<file path="src/rtl/pcu_pkg.sv">
package pcu_pkg;

  localparam int PRED_W = 3;
  localparam int FLAG_N = 2;
  localparam int FLAG_C_IDX = 0;
  localparam int FLAG_Z_IDX = 1;

  // Field order is behaviour: bit 2 inverts, bit 1 masks carry, bit 0 masks zero.
  typedef struct packed {
    logic inv;
    logic c_mask;
    logic z_mask;
  } pred_t;

  localparam logic [PRED_W-1:0] RECLAIMED_CODE = 3'b111;

endpackage

</file>
<file path="src/rtl/pcu_pred_eval.sv">
module pcu_pred_eval
  import pcu_pkg::*;
(
  input  pred_t code,
  input  logic  cur_c,
  input  logic  cur_z,
  output logic  run,
  output logic  ext
);

  logic carry_term;
  logic zero_term;
  logic raw_cond;

  always_comb begin
    carry_term = code.c_mask | cur_c;
    zero_term  = code.z_mask | cur_z;
    raw_cond   = code.inv ^ (carry_term & zero_term);
    ext        = (code == RECLAIMED_CODE);
    run        = raw_cond | ext;
  end

endmodule

</file>
<file path="src/rtl/pcu_flag_bank.sv">
module pcu_flag_bank #(
  parameter int N = 2
) (
  input  logic         clk,
  input  logic         rst_n,
  input  logic         load_en,
  input  logic [N-1:0] d,
  output logic [N-1:0] q
);

  logic [N-1:0] q_r;
  logic [N-1:0] q_nxt;

  for (genvar i = 0; i < N; i++) begin : g_bit
    always_comb begin
      q_nxt[i] = q_r[i];
      if (load_en) q_nxt[i] = d[i];
    end

    always_ff @(posedge clk or negedge rst_n) begin
      if (!rst_n) q_r[i] <= 1'b0;
      else        q_r[i] <= q_nxt[i];
    end
  end

  assign q = q_r;

endmodule

</file>
<file path="src/rtl/pred_cond_unit.sv">
module pred_cond_unit
  import pcu_pkg::*;
#(
  parameter int OP_W = 5
) (
  input  logic              clk,
  input  logic              rst_n,
  input  logic [2:0]        pred_code,
  input  logic [OP_W-1:0]   op_in,
  input  logic              reg_we_in,
  input  logic              flag_we,
  input  logic              c_in,
  input  logic              z_in,
  output logic              exec_en,
  output logic              opcode_ext,
  output logic [OP_W:0]     op_out,
  output logic              reg_we_out,
  output logic              flag_c,
  output logic              flag_z
);

  localparam int OUT_W = OP_W + 1;

  pred_t             code_s;
  logic [FLAG_N-1:0] flag_d;
  logic [FLAG_N-1:0] flag_q;
  logic              run_s;
  logic              ext_s;
  logic              flag_load;
  logic [OUT_W-1:0]  op_wide;

  assign code_s = pred_t'(pred_code);

  pcu_pred_eval u_eval (
    .code  (code_s),
    .cur_c (flag_q[FLAG_C_IDX]),
    .cur_z (flag_q[FLAG_Z_IDX]),
    .run   (run_s),
    .ext   (ext_s)
  );

  always_comb begin
    flag_d             = '0;
    flag_d[FLAG_C_IDX] = c_in;
    flag_d[FLAG_Z_IDX] = z_in;
    flag_load          = flag_we & run_s;
    op_wide            = {ext_s, op_in};
  end

  pcu_flag_bank #(.N(FLAG_N)) u_flags (
    .clk     (clk),
    .rst_n   (rst_n),
    .load_en (flag_load),
    .d       (flag_d),
    .q       (flag_q)
  );

  assign exec_en    = run_s;
  assign opcode_ext = ext_s;
  assign op_out     = op_wide;
  assign reg_we_out = reg_we_in & run_s;
  assign flag_c     = flag_q[FLAG_C_IDX];
  assign flag_z     = flag_q[FLAG_Z_IDX];

endmodule

</file>
<file path="config.mk">
export PLATFORM = sky130hd
export DESIGN_NAME = pred_cond_unit
export DESIGN_NICKNAME = d
export VERILOG_FILES = /design/src/rtl/pcu_pkg.sv /design/src/rtl/pcu_pred_eval.sv /design/src/rtl/pcu_flag_bank.sv /design/src/rtl/pred_cond_unit.sv
export SDC_FILE = /design/constraint.sdc
export NUM_CORES = 1
export LEC_CHECK = 0
export BUFFER_PORTS_ARGS = -buffer_cell sky130_fd_sc_hd__buf_2
export CORE_AREA = 8 8 45 47
export DETAILED_ROUTE_END_ITERATION = 8
export DIE_AREA = 0 0 53 55
export GPL_ROUTABILITY_DRIVEN = 0
export GPL_TIMING_DRIVEN = 0
export PLACE_DENSITY = 0.44
export SLEW_MARGIN = 40
export SYNTH_ARGS = -nofsm -noshare
export SYNTH_HDL_FRONTEND = slang
export SYNTH_HIERARCHICAL = 1
export SYNTH_SLANG_ARGS = --single-unit
</file>
<file path="constraint.sdc">
create_clock -name clk -period 1.9 [get_ports clk]
set_input_delay 0.475 -clock clk [delete_from_list [all_inputs] [get_ports clk]]
set_output_delay 0.475 -clock clk [all_outputs]
set_load 0.01 [all_outputs]
</file>
==> results of run 1 <==
-- kinds of logic after synthesis --
logic type / share of synthesized area (%)
mux: 13.0
flops: 29.0
simple gates: 13.8
buf+inv: 26.1
compound gates: 18.1
-- cell type report --
type / instances / area share (%)
timing repair buffer: 19 / 30.6
multi-input combinational: 10 / 25.0
sequential: 2 / 16.1
buffer: 6 / 14.5
clock buffer: 3 / 7.26
tap: 16 / 6.45
-- where the power goes --
| group | leakage, nW | internal (W) | total, W | switching [W] |
|---|---|---|---|---|
| registers | 0.0233 | 0.0000536 | 0.0000651 | 0.0000115 |
| logic | 0.133 | 0.0000532 | 0.0000950 | 0.0000418 |
| clock network | 0.0138 | 0.0000697 | 0.0000942 | 0.0000245 |
-- how the worst max path moves through the flow --
| stage | depth (start not counted) | end | from |
|---|---|---|---|
| 5_1_grt | 5 | reg_we_out | u_flags/q[0] |
| 3_3_place_gp | 6 | reg_we_out | pred_code[1] |
| 2_1_floorplan | 4 | reg_we_out | pred_code[1] |
| 4_1_cts | 5 | reg_we_out | u_flags/q[0] |
| 6_report | 5 | reg_we_out | u_flags/q[0] |
| 3_5_place_dp | 6 | reg_we_out | pred_code[1] |
-- critical path, cell delays in order, from the launching register on --
cell,delay (ns)
dfrtp_1,0.41
o211ai_1,0.17
o21a_1,0.14
o22a_1,0.16
and2_1,0.12
buf_2,0.12
-- metal layers --
layer	global-route usage [%]	vias to the layer above
met1	5.31	78
li1	-	102
met2	5.27	24
met4	5.17	0
met5	0	-
met3	4.81	0
-- stage by stage --
step	setup TNS (ns)	utilization, %
2_1_floorplan	0	-
3_3_place_gp	0	20.8
5_1_grt	-0.0251	22.4
3_5_place_dp	0	20.8
4_1_cts	0	22.4
6_report	0	22.4
-- cells in the final DEF (no fill, tap or decap) --
| cell type | instances |
|---|---|
| dfrtp_1 | 2 |
| o22a_1 | 1 |
| and2_1 | 2 |
| mux2_2 | 2 |
| o21a_1 | 2 |
| and3_1 | 1 |
| o211ai_1 | 1 |
| nand3_1 | 1 |
| buf_2 | 19 |
| clkbuf_4 | 3 |
| buf_4 | 6 |
==> reports/results.ini, run 1 <==
[status]
status=completed

[yosys]
syn-cell-area_um2=173
async_flop_share_pct=100
synth_commonest_cells=buf_4, and2_1, dfrtp_1, mux2_2, o21a_1
synth_largest_area_cell=dfrtp_1
yosysSeqAreaShare_pct=29.0
syn-num-nets=32
netlist_instances=18
synth_flop_cell=dfrtp_1
synth_cell_types=9
synth.most_common_cell=buf_4
synth_edf_count=0
synth-seq-cells=2
yosys-top-cells-area=dfrtp_1, buf_4, mux2_2, o21a_1, and2_1
synth_area_per_cell_um2=9.59
synth_top_cell_area_share_pct=29.0
yosys_warnings=6

[sta]
worst_pin_slew_ns=0.144
max_freq_ghz=0.553
finClkSkew_ns=0.00355
finalSetupViolCount=0
holdWs_ns=0.0287
rsz0062_at_grt=yes
drv_slew=0
final_hold_viol_count=0
min_period_over_period_pct=95.2
setup_slack_ns=0.0907
slew_headroom_pct=90.3
period_needed_ns=1.81

[finish]
areaGrowthSynthToFinish_pct=79.7
fin_cells=56
largest_reg_flops=2
nFillCells=152
fin_area_um2=310
multiInputGateArea_um2=77.6
diodes=0
regArea_um2=50.0
drive_gt1_share_pct=75.0
fin_nets=56

[critical_path]
reg2regPathDepth=5
critPathLaunchType=register
r2r_slack_ns=0.40
rr_startpoint=u_flags/q[0]
crit_required_ns=1.42
r2r-end=u_flags/q[0]
endpoint_kind=primary output
crit_fanout=5
worstPathArrival_ns=1.33
path_class=register to primary output

[clock_tree]
cts_hold_buf=0
cts_root_buf=clkbuf_4
numCtsBuffers=3
cts_buffer_depth=2
cts_tree=yes
clkSlewWorstSetupHoldPaths_ns=0.03
cts-resized-gates=0
cts.sinks=2
cts_setup_buffers=0
htree_levels=1
clkLatencyLatePin_ns=0.22

[power]
power.total_w=0.000254
p_leak_nw=0.170
peakVddDrop_v=0.000318
power_density_nw_per_um2=820

[detailed_routing]
drtPass1Iterations=2
routed_via_density=3.64
vias=204
top_layer=met3
met3_length_um=195
drtAntennaViolNets=0
wl_met1_um=265
wl_met2_um=179
drt-initial-drc-count=3
wl_per_cell_um=11.4
wl_um=639
drc=0

[floorplan]
die_height_um=55
dieArea_um2=2920
ios=25
core_area_um2=1380
die_x_um=53
start_util_pct=12.5
rows=14

[global_route]
grt_max_degree=6
grtUsageTotal_pct=5.02
antenna_found_initial=0
overflow=0
grt_pass1_wl_mm=1.02
grt_pass1_vias=236

[placement]
place_area_um2=288
dp_cells=53
post-place-ws_ns=0.119
numPortBuffers=19

[flow_run]
cap_violations=0

[min_path]
hp-class=input port to async pin

(Power assumes the default switching activity.)
==> run 2: changes to the inputs <==
==> constraint.sdc (replaced) <==
create_clock -name clk -period 1.8 [get_ports clk]
set_input_delay 0.45 -clock clk [delete_from_list [all_inputs] [get_ports clk]]
set_output_delay 0.45 -clock clk [all_outputs]
set_load 0.01 [all_outputs]
==> reports/results.ini, run 2 (same netlist as run 1, synthesis figures left out) <==
[status]
status=completed

[finish]
fin_nets=57
layout_common_cells=buf_2, buf_4, clkbuf_4
diodes=0
fin_cells=57
nFillCells=151
drive_gt1_share_pct=73.2
final_common_cell=buf_2
largest_reg_flops=2
areaGrowthSynthToFinish_pct=85.5

[clock_tree]
cts_buffer_depth=2
cts-resized-gates=0
cts_root_buf=clkbuf_4
numCtsBuffers=3
htree_levels=1
clkLatencyLatePin_ns=0.22
cts_tree=yes
clkSlewWorstSetupHoldPaths_ns=0.03
cts.sinks=2

[floorplan]
die_height_um=55
dieArea_um2=2920
core_area_um2=1380
die_x_um=53
start_util_pct=12.5
ios=25
rows=14

[detailed_routing]
vias=208
drt-initial-drc-count=3
drc=0
routed_via_density=3.65
drtPass1Iterations=2
wl_um=631
drtAntennaViolNets=0
wl_per_cell_um=11.1

[critical_path]
endpoint_kind=primary output
reg2regPathDepth=5
crit_fanout=5
endpoint=reg_we_out
critPathLaunchType=register
rr_startpoint=u_flags/q[0]
path_class=register to primary output
crit_required_ns=1.35
crit_start=u_flags/q[0]
r2r_slack_ns=0.30
r2r-end=u_flags/q[0]
worstPathArrival_ns=1.33

[global_route]
grt_pass1_vias=241
antenna_found_initial=0
grt_max_degree=6
grtUsageTotal_pct=5.02
grt_pass1_wl_mm=1.03
overflow=0

[placement]
numPortBuffers=19
dp_cells=53

[sta]
min_period_over_period_pct=99.1
holdWs_ns=0.463
finClkSkew_ns=0.00359
max_freq_ghz=0.560
final_hold_viol_count=0
rsz0062_at_grt=yes
drv_slew=0
worst_pin_slew_ns=0.144
period_needed_ns=1.78
finalSetupViolCount=0
slew_headroom_pct=90.3

[min_path]
hp-class=input port to register
hp-start=z_in

[power]
clockPowerShare_pct=36.8
swShare_pct=30.5
p_sw_w=0.0000822
intPower_w=0.000188
peakVddDrop_v=0.000336
power_density_nw_per_um2=843
seq_power_share_pct=25.5
p_leak_nw=0.174
power_frac_comb_pct=37.7

[flow_run]
cap_violations=0

[run 2: critical path: stages, from the launching register on]
cell and delay [ns]:
dfrtp_1 0.41, o211ai_1 0.17, o21a_1 0.14, o22a_1 0.16, and2_1 0.12, buf_2 0.12
[run 2: cell type report]
| class | count | area [um2] | share of cell area, % |
|---|---|---|---|
| sequential | 2 | 50.0 | 15.6 |
| timing repair buffer | 20 | 105 | 32.8 |
| clock buffer | 3 | 22.5 | 7.03 |
| multi-input combinational | 10 | 77.6 | 24.2 |
| buffer | 6 | 45.0 | 14.1 |
| tap | 16 | 20.0 | 6.25 |
[run 2: power by group through the flow]
stage	clock (W)	combinational, W	sequential (W)
after global placement	0	0.000101	0.0000701
after CTS	0.000106	0.000103	0.0000689
after floorplan	0	0.0000524	0.0000730
final	0.0000994	0.000102	0.0000687
after global routing	0.000118	0.000112	0.0000706
after detailed placement	0	0.000101	0.0000694
[run 2: metrics by stage]
stage / setup slack (ns) / cell area, um2 / total power [W] / util [%] / setup TNS, ns
6_report: 0.0158 / 320 / 0.000270 / 23.1 / 0
5_1_grt: -0.100 / 320 / 0.000300 / 23.1 / -0.100
4_1_cts: -0.0110 / 320 / 0.000278 / 23.1 / -0.0110
3_5_place_dp: 0.0691 / 288 / 0.000171 / 20.8 / 0
3_3_place_gp: 0.0701 / 288 / 0.000171 / 20.8 / 0
2_1_floorplan: 0.248 / 173 / 0.000125 / - / 0
[run 2: worst min-delay path by stage]
| stage | to | cells past startpoint | slack, ns |
|---|---|---|---|
| after detailed placement | u_flags/q[0] | 1 | 0.24 |
| after CTS | u_flags/q[1] | 2 | 0.45 |
| after floorplan | u_flags/q[0] | 0 | 0.15 |
| final | u_flags/q[1] | 2 | 0.46 |
| after global routing | u_flags/q[0] | 2 | 0.46 |
| after global placement | u_flags/q[0] | 1 | 0.24 |
[run 2: timing repair]
item,4_1_cts,5_1_grt
setup endpoints to repair,1,1
buffers inserted,0,0
hold buffers,1,0
hold endpoints to repair,2,0
[run 2: per-layer routing]
| layer | routed length (um) | share of wire [%] | GRT usage (%) |
|---|---|---|---|
| met5 | 0 | 0 | 0 |
| met4 | 0 | 0 | 5.17 |
| met3 | 187 | 30 | 4.55 |
| met2 | 178 | 28 | 5.27 |
| met1 | 265 | 42 | 5.46 |
